$ cat config.mk
export PLATFORM = sky130hd
export DESIGN_NAME = xf_core
export DESIGN_NICKNAME = d
export VERILOG_FILES = /design/src/rtl/xf_pkg.sv /design/src/rtl/xf_bfly.sv /design/src/rtl/xf_pass.sv /design/src/rtl/xf_core.sv
export SDC_FILE = /design/constraint.sdc
export NUM_CORES = 2
export LEC_CHECK = 0
export BUFFER_PORTS_ARGS = -buffer_cell sky130_fd_sc_hd__clkbuf_2
export CORE_UTILIZATION = 42
export DETAILED_ROUTE_END_ITERATION = 10
export PLACE_DENSITY = 0.72
export SYNTH_ARGS = -nofsm -noshare
export SYNTH_HDL_FRONTEND = slang
export SYNTH_HIERARCHICAL = 1
export SYNTH_SLANG_ARGS = --single-unit
$ cat constraint.sdc
create_clock -name clk -period 4.6 [get_ports clk]
set_input_delay 0.23 -clock clk [delete_from_list [all_inputs] [get_ports clk]]
set_output_delay 0.23 -clock clk [all_outputs]
set_load 0.005 [all_outputs]
$ cat src/rtl/xf_pkg.sv
package xf_pkg;

    // Coefficient geometry of one block
    localparam int XF_DIM    = 4;
    localparam int XF_N      = XF_DIM * XF_DIM;
    localparam int XF_COEF_W = 16;

    // Bit growth of one 1-D pass: worst-case row gain is 6, so 3 bits
    localparam int XF_GROW   = 3;

    typedef enum logic {
        XF_CORE = 1'b0,
        XF_HAD  = 1'b1
    } xf_mode_e;

    // Flat index of lane element k in lane g: rows for the first pass,
    // columns for the second pass.
    function automatic int xf_lane_idx(input bit column, input int g, input int k);
        return column ? (k * XF_DIM + g) : (g * XF_DIM + k);
    endfunction

endpackage

$ cat src/rtl/xf_bfly.sv
module xf_bfly
    import xf_pkg::*;
#(
    parameter int W = 16,
    localparam int OW = W + XF_GROW
) (
    input  xf_mode_e                   mode,
    input  logic [XF_DIM-1:0][W-1:0]   x,
    output logic [XF_DIM-1:0][OW-1:0]  y
);

    logic signed [OW-1:0] e0, e1, e2, e3;
    logic signed [OW-1:0] s0, s1, d0, d1;
    logic signed [OW-1:0] odd1, odd3;

    // Sign extension to the grown width
    assign e0 = {{XF_GROW{x[0][W-1]}}, x[0]};
    assign e1 = {{XF_GROW{x[1][W-1]}}, x[1]};
    assign e2 = {{XF_GROW{x[2][W-1]}}, x[2]};
    assign e3 = {{XF_GROW{x[3][W-1]}}, x[3]};

    // Shared first butterfly level
    assign s0 = e0 + e3;
    assign s1 = e1 + e2;
    assign d0 = e0 - e3;
    assign d1 = e1 - e2;

    // Odd outputs differ between kernels: weights of 2 only in core mode
    always_comb begin
        if (mode == XF_CORE) begin
            odd1 = (d0 <<< 1) + d1;
            odd3 = d0 - (d1 <<< 1);
        end else begin
            odd1 = d0 + d1;
            odd3 = d0 - d1;
        end
    end

    assign y[0] = s0 + s1;
    assign y[1] = odd1;
    assign y[2] = s0 - s1;
    assign y[3] = odd3;

endmodule

$ cat src/rtl/xf_pass.sv
module xf_pass
    import xf_pkg::*;
#(
    parameter int IN_W   = 16,
    parameter bit COLUMN = 1'b0,
    localparam int OUT_W = IN_W + XF_GROW
) (
    input  logic                         clk,
    input  logic                         rst,
    input  logic                         vld_i,
    input  xf_mode_e                     mode_i,
    input  logic [XF_N-1:0][IN_W-1:0]    dat_i,
    output logic                         vld_o,
    output xf_mode_e                     mode_o,
    output logic [XF_N-1:0][OUT_W-1:0]   dat_o
);

    logic [XF_N-1:0][OUT_W-1:0] nxt;

    for (genvar g = 0; g < XF_DIM; g++) begin : g_lane
        logic [XF_DIM-1:0][IN_W-1:0]  lane_in;
        logic [XF_DIM-1:0][OUT_W-1:0] lane_out;

        for (genvar k = 0; k < XF_DIM; k++) begin : g_elem
            localparam int IDX = xf_lane_idx(COLUMN, g, k);
            assign lane_in[k] = dat_i[IDX];
            assign nxt[IDX]   = lane_out[k];
        end

        xf_bfly #(.W(IN_W)) u_bfly (
            .mode (mode_i),
            .x    (lane_in),
            .y    (lane_out)
        );
    end

    // Pipeline register: data and mode load only with a valid block
    always_ff @(posedge clk) begin
        if (rst) begin
            vld_o  <= 1'b0;
            mode_o <= XF_CORE;
            dat_o  <= '0;
        end else begin
            vld_o <= vld_i;
            if (vld_i) begin
                mode_o <= mode_i;
                dat_o  <= nxt;
            end
        end
    end

endmodule

$ cat src/rtl/xf_core.sv
module xf_core
    import xf_pkg::*;
#(
    parameter int COEF_W = XF_COEF_W,
    localparam int MID_W  = COEF_W + XF_GROW,
    localparam int WIDE_W = COEF_W + 2 * XF_GROW,
    localparam int BLK_W  = XF_N * COEF_W
) (
    input  logic              clk,
    input  logic              rst,
    input  logic              start,
    input  logic              mode,
    input  logic [BLK_W-1:0]  blk_in,
    output logic              done,
    output logic [BLK_W-1:0]  blk_out,
    output logic [COEF_W-1:0] dc_out,
    output logic              dc_valid
);

    logic [XF_N-1:0][COEF_W-1:0] in_arr;
    logic                        vld1, vld2;
    xf_mode_e                    mode1, mode2;
    logic [XF_N-1:0][MID_W-1:0]  row_dat;
    logic [XF_N-1:0][WIDE_W-1:0] col_dat;
    logic [XF_N-1:0][COEF_W-1:0] out_arr;

    assign in_arr = blk_in;

    // Pass 1: rows
    xf_pass #(.IN_W(COEF_W), .COLUMN(1'b0)) u_row (
        .clk    (clk),
        .rst    (rst),
        .vld_i  (start),
        .mode_i (xf_mode_e'(mode)),
        .dat_i  (in_arr),
        .vld_o  (vld1),
        .mode_o (mode1),
        .dat_o  (row_dat)
    );

    // Pass 2: columns
    xf_pass #(.IN_W(MID_W), .COLUMN(1'b1)) u_col (
        .clk    (clk),
        .rst    (rst),
        .vld_i  (vld1),
        .mode_i (mode1),
        .dat_i  (row_dat),
        .vld_o  (vld2),
        .mode_o (mode2),
        .dat_o  (col_dat)
    );

    // Final scaling: Hadamard results halved toward zero, then truncated
    for (genvar i = 0; i < XF_N; i++) begin : g_out
        logic signed [WIDE_W-1:0] wv, bias, half;
        always_comb begin
            wv   = col_dat[i];
            bias = {{(WIDE_W-1){1'b0}}, wv[WIDE_W-1]};
            half = (wv + bias) >>> 1;
            out_arr[i] = (mode2 == XF_HAD) ? half[COEF_W-1:0] : wv[COEF_W-1:0];
        end
    end

    assign blk_out  = out_arr;
    assign done     = vld2;
    assign dc_valid = vld2 && (mode2 == XF_CORE);
    assign dc_out   = (mode2 == XF_CORE) ? out_arr[0] : '0;

endmodule

After elaboration in Yosys (flattened, before gate mapping). Cells that the tools add are included.

Flip-flop bits (word level): 660. Input port bits: 260. Output and inout port bits: 274. Logic and storage cells: 167.

$add $sub $neg: 96. Multiplexer cells: 33. Bitwise operators: 1. Reductions and logical operators: 1.

Operators by type and width (count): $add A17 B2 Y17 (16); $mux W16 (17); $mux W22 (8); $add A20 B20 Y21 (8); $sub A20 B20 Y21 (8); $add A19 B19 Y20 (8); $sub A19 B19 Y20 (8); $mux W19 (8); $add A17 B17 Y18 (8); $sub A17 B17 Y18 (8); $add A16 B16 Y17 (8); $sub A16 B16 Y17 (8); $add A21 B20 Y22 (4); $sub A20 B21 Y22 (4); $add A18 B17 Y19 (4); $sub A17 B18 Y19 (4); $logic_and A1 B1 Y1 (1); $not A1 Y1 (1).

Logic depth before layout (Yosys ltp).
Depth after elaboration: 3. Mapped depth: 26. Depth with buffers taken out: 25.

Hierarchy. The synthesis kept the hierarchy.

By module, submodules not included: xf_bfly at u_col.g_lane[2].u_bfly ... (instances 2, cells an instance 1357, area an instance 9460.3 µm², sequential area each 0.0 µm²); xf_pass at u_col (instances 1, cells an instance 1140, area an instance 12436.9 µm², sequential area each 7086.8 µm²); xf_pass at u_row (instances 1, cells an instance 985, area an instance 10885.4 µm², sequential area each 6125.9 µm²); xf_bfly at u_col.g_lane[1].u_bfly (instances 1, cells an instance 1410, area an instance 9725.6 µm², sequential area each 0.0 µm²); xf_bfly at u_col.g_lane[0].u_bfly (instances 1, cells an instance 1359, area an instance 9535.4 µm², sequential area each 0.0 µm²); xf_bfly at u_row.g_lane[1].u_bfly (instances 1, cells an instance 1100, area an instance 7928.9 µm², sequential area each 0.0 µm²); xf_bfly at u_row.g_lane[3].u_bfly (instances 1, cells an instance 1101, area an instance 7856.3 µm², sequential area each 0.0 µm²); xf_bfly at u_row.g_lane[0].u_bfly (instances 1, cells an instance 1091, area an instance 7821.3 µm², sequential area each 0.0 µm²); xf_core (instances 1, cells an instance 1290, area an instance 7729.9 µm², sequential area each 0.0 µm²); xf_bfly at u_row.g_lane[2].u_bfly (instances 1, cells an instance 1070, area an instance 7678.6 µm², sequential area each 0.0 µm²).

Least setup slack after synthesis. Ideal clock, no wire load.

Kind: reg-to-reg. Start point: reg u_row/dat_o[287] in the netlist's numbering. End point: reg u_col/dat_o[84] in the netlist's numbering. Setup time: 0.128 ns. Arrival time: 4.586 ns. Data required time: 4.472 ns. Path slack: -0.113 ns. Cell stages (with the launch flop): 23. Path buffers: 2. Clock period less this slack: 4.713 ns. Cells stage by stage: dfxtp_1 -> inv_1 -> ha_1 -> buf_2 -> o21bai_1 -> a21oi_1 -> o21bai_1 -> a2111oi_0 -> nor3_1 -> or2_2 -> a21oi_1 -> xor2_1 -> ha_1 -> clkbuf_1 -> and3_1 -> a221o_1 -> a31o_2 -> a31oi_1 -> a21oi_1 -> a2111oi_0 -> nor3_1 -> mux2i_1 -> nor2_1.

RTL lines: from (decl) (line xf_pass.sv:15) `output logic [XF_N-1:0][OUT_W-1:0] dat_o`; from (signal assigned) (line xf_pass.sv:47) `dat_o <= nxt;`; to (signal assigned) (line xf_pass.sv:47); to (decl) (line xf_pass.sv:15).

==> results.md <==
* Cell count after placement at 17000
* Cells after Synth at 12700
* Routed WL at 363000 um
* Setup crit end kind: flip-flop
* Post-DRT Antenna Nets at 0
* Slew @ Worst Pin at 1460 ps
* WL per Instance at 21.1 um
* Min-Delay Path Class: in -> reg
* Initial antenna violation count at 16
* Max Buffers Root-to-Sink at 3
* Warnings from Yosys at 6
* DRC Markers at 0
* Vias per cell at 5.71
* Top Ports at 534
* Final HPWL DP at 305000 um
* Setup Viol. Count Final at 0
* Clk sink count at 596
* Initial Utilization at 42.3%
* Final Hold Vio Count at 0
* Reg clk slew, reported paths at 70 ps
* Register area at 12000 um^2
* Commonest cells after routing, fill and taps aside: 1508 x nor2_1, 1382 x ha_1, 1339 x buf_4, 1219 x inv_1, 1080 x a21oi_1
* Starting DRT DRC Count at 10300
* Root Buffer Master: clkbuf_16
* First-pass GRT wire length at 534000 um
* Crit-path max FO at 5
* Final Non-Filler Cells at 17200
* H-Tree Depth at 3
* Slew HR at 1.84%
* Filler cell count at 22200
* Num rows at 175
* Worst path required time at 5240 ps
* Failing checks: capacitance limit
* Via count at 98200
* Worst r2r src: u_row/dat_o[19]
* Area grow syn2layout at 18.9%
* Final Cell Area at 114000 um^2
* Max Slew Vio Count at 0
* Crit path from: u_row/dat_o[19]
* Layout Skew at 34.8 ps
* Final worst path period need at 4580 ps
* CTS tree: done
* Num CTS Buffers at 71
* Input/output buffers at 533
* First-pass detailed-route iteration total at 6
* Outcome: complete, but fails checks
* Core area at 227000 um^2
* Commonest non-fill, non-tap cell in the layout: nor2_1
* Crit path kind: reg -> reg
* Max-cap violation count at 1
* Hold path startpoint: start
* Congestion Overflow GR at 0
* Cell area after synthesis at 96000 um^2
* GRT Util Overall at 29.8%
* Largest net degree at the start of global routing at 203
* Die area at 231000 um^2
* Area of the multi-input gates at 78100 um^2
* Arr. time, crit path at 5210 ps
* Final nets at 15900
* Avg Inst Size Synth at 7.54 um^2
* Clk_lat worst skew at 700 ps
* F_max at 219 MHz
* Vias in the first global route at 86500
* Global placement routability congestion at 1.05
* Critical Path Source Type: flip-flop
* Final worst-path cycle share at 99.5%
* Final setup TNS at 0 ps
* Die H at 480 um
* Net count after synthesis at 14500
* Share of cells above drive strength 1 at 18.3%
* RSZ-0062 raised after global routing: yes
* Post-DP Area at 110000 um^2
* Width of the die at 480 um
what timing repair did:
| action | CTS | global route |
|---|---|---|
| resized for setup | 21 | 320 |
| hold buffers | 1 | 0 |
| buffers inserted | 3 | 36 |
| endpoints found under the setup margin | 21 | 85 |
| pin swaps | 6 | 126 |
| hold endpoints to repair | 4 | 0 |
final cells by class:
cell class	count	share of cell area, %
multi-input cells	10300	68.4
repair buffers	1900	11.6
flip-flops and latches	596	10.5
inverters	1236	4.07
well taps	3009	3.30
clock buffers	91	1.69
clock inverters	37	0.386
diodes	6	0.0131
state kept, by name, indices dropped and copies added (netlist names):
signal,flops
u_row/dat_o,304
u_col/dat_o,288
u_col/mode_o,1
u_col/vld_o,1
u_row/mode_o,1
u_row/vld_o,1
per-stage QoR:
stage | util [%] | setup WS (ps) | hold WS [ps]
floorplan | - | 17.2 | 377
global placement | 48.3 | -159 | 503
detailed placement | 48.3 | -274 | 515
CTS | 49.4 | 0.293 | 109
global route | 50.2 | -118 | 164
finish | 50.2 | 24.6 | 112
metal layers:
layer | vias up | routed length [um] | track usage (%)
met3 | 439 | 34000 | 4.74
met4 | 14 | 14900 | 11.5
met1 | 46300 | 171000 | 44.6
met5 | - | 90 | 0
met2 | 4013 | 142000 | 41.8
li1 | 47400 | - | -
worst max-delay path, cell delays in order, from the launching register on:
cell,delay [ps]
dfxtp_1,320
ha_1,220
inv_1,70
fa_1,210
o21bai_1,70
a21oi_1,260
o21ai_0,130
a21oi_1,230
o21bai_1,110
a21oi_2,230
o22ai_2,140
nor2_2,200
xor2_2,400
ha_4,280
buf_4,150
a21oi_1,290
nand2_1,120
or2_2,280
a21oi_1,180
xnor2_1,340
mux2i_1,160
nor2_1,110
worst paths after layout:
kind                      endpoint  slack, ps  cells past startpoint
setup / recovery   u_col/dat_o[34]         20                     21
hold / removal    u_row/dat_o[275]        110                      3
setup reg to reg   u_col/dat_o[34]         20                     21
hold reg to reg   u_row/dat_o[171]        510                      2
Power is left out: the tool's default activity adds up to more than one toggle a clock period on the data nets, which glitch-free logic cannot reach.
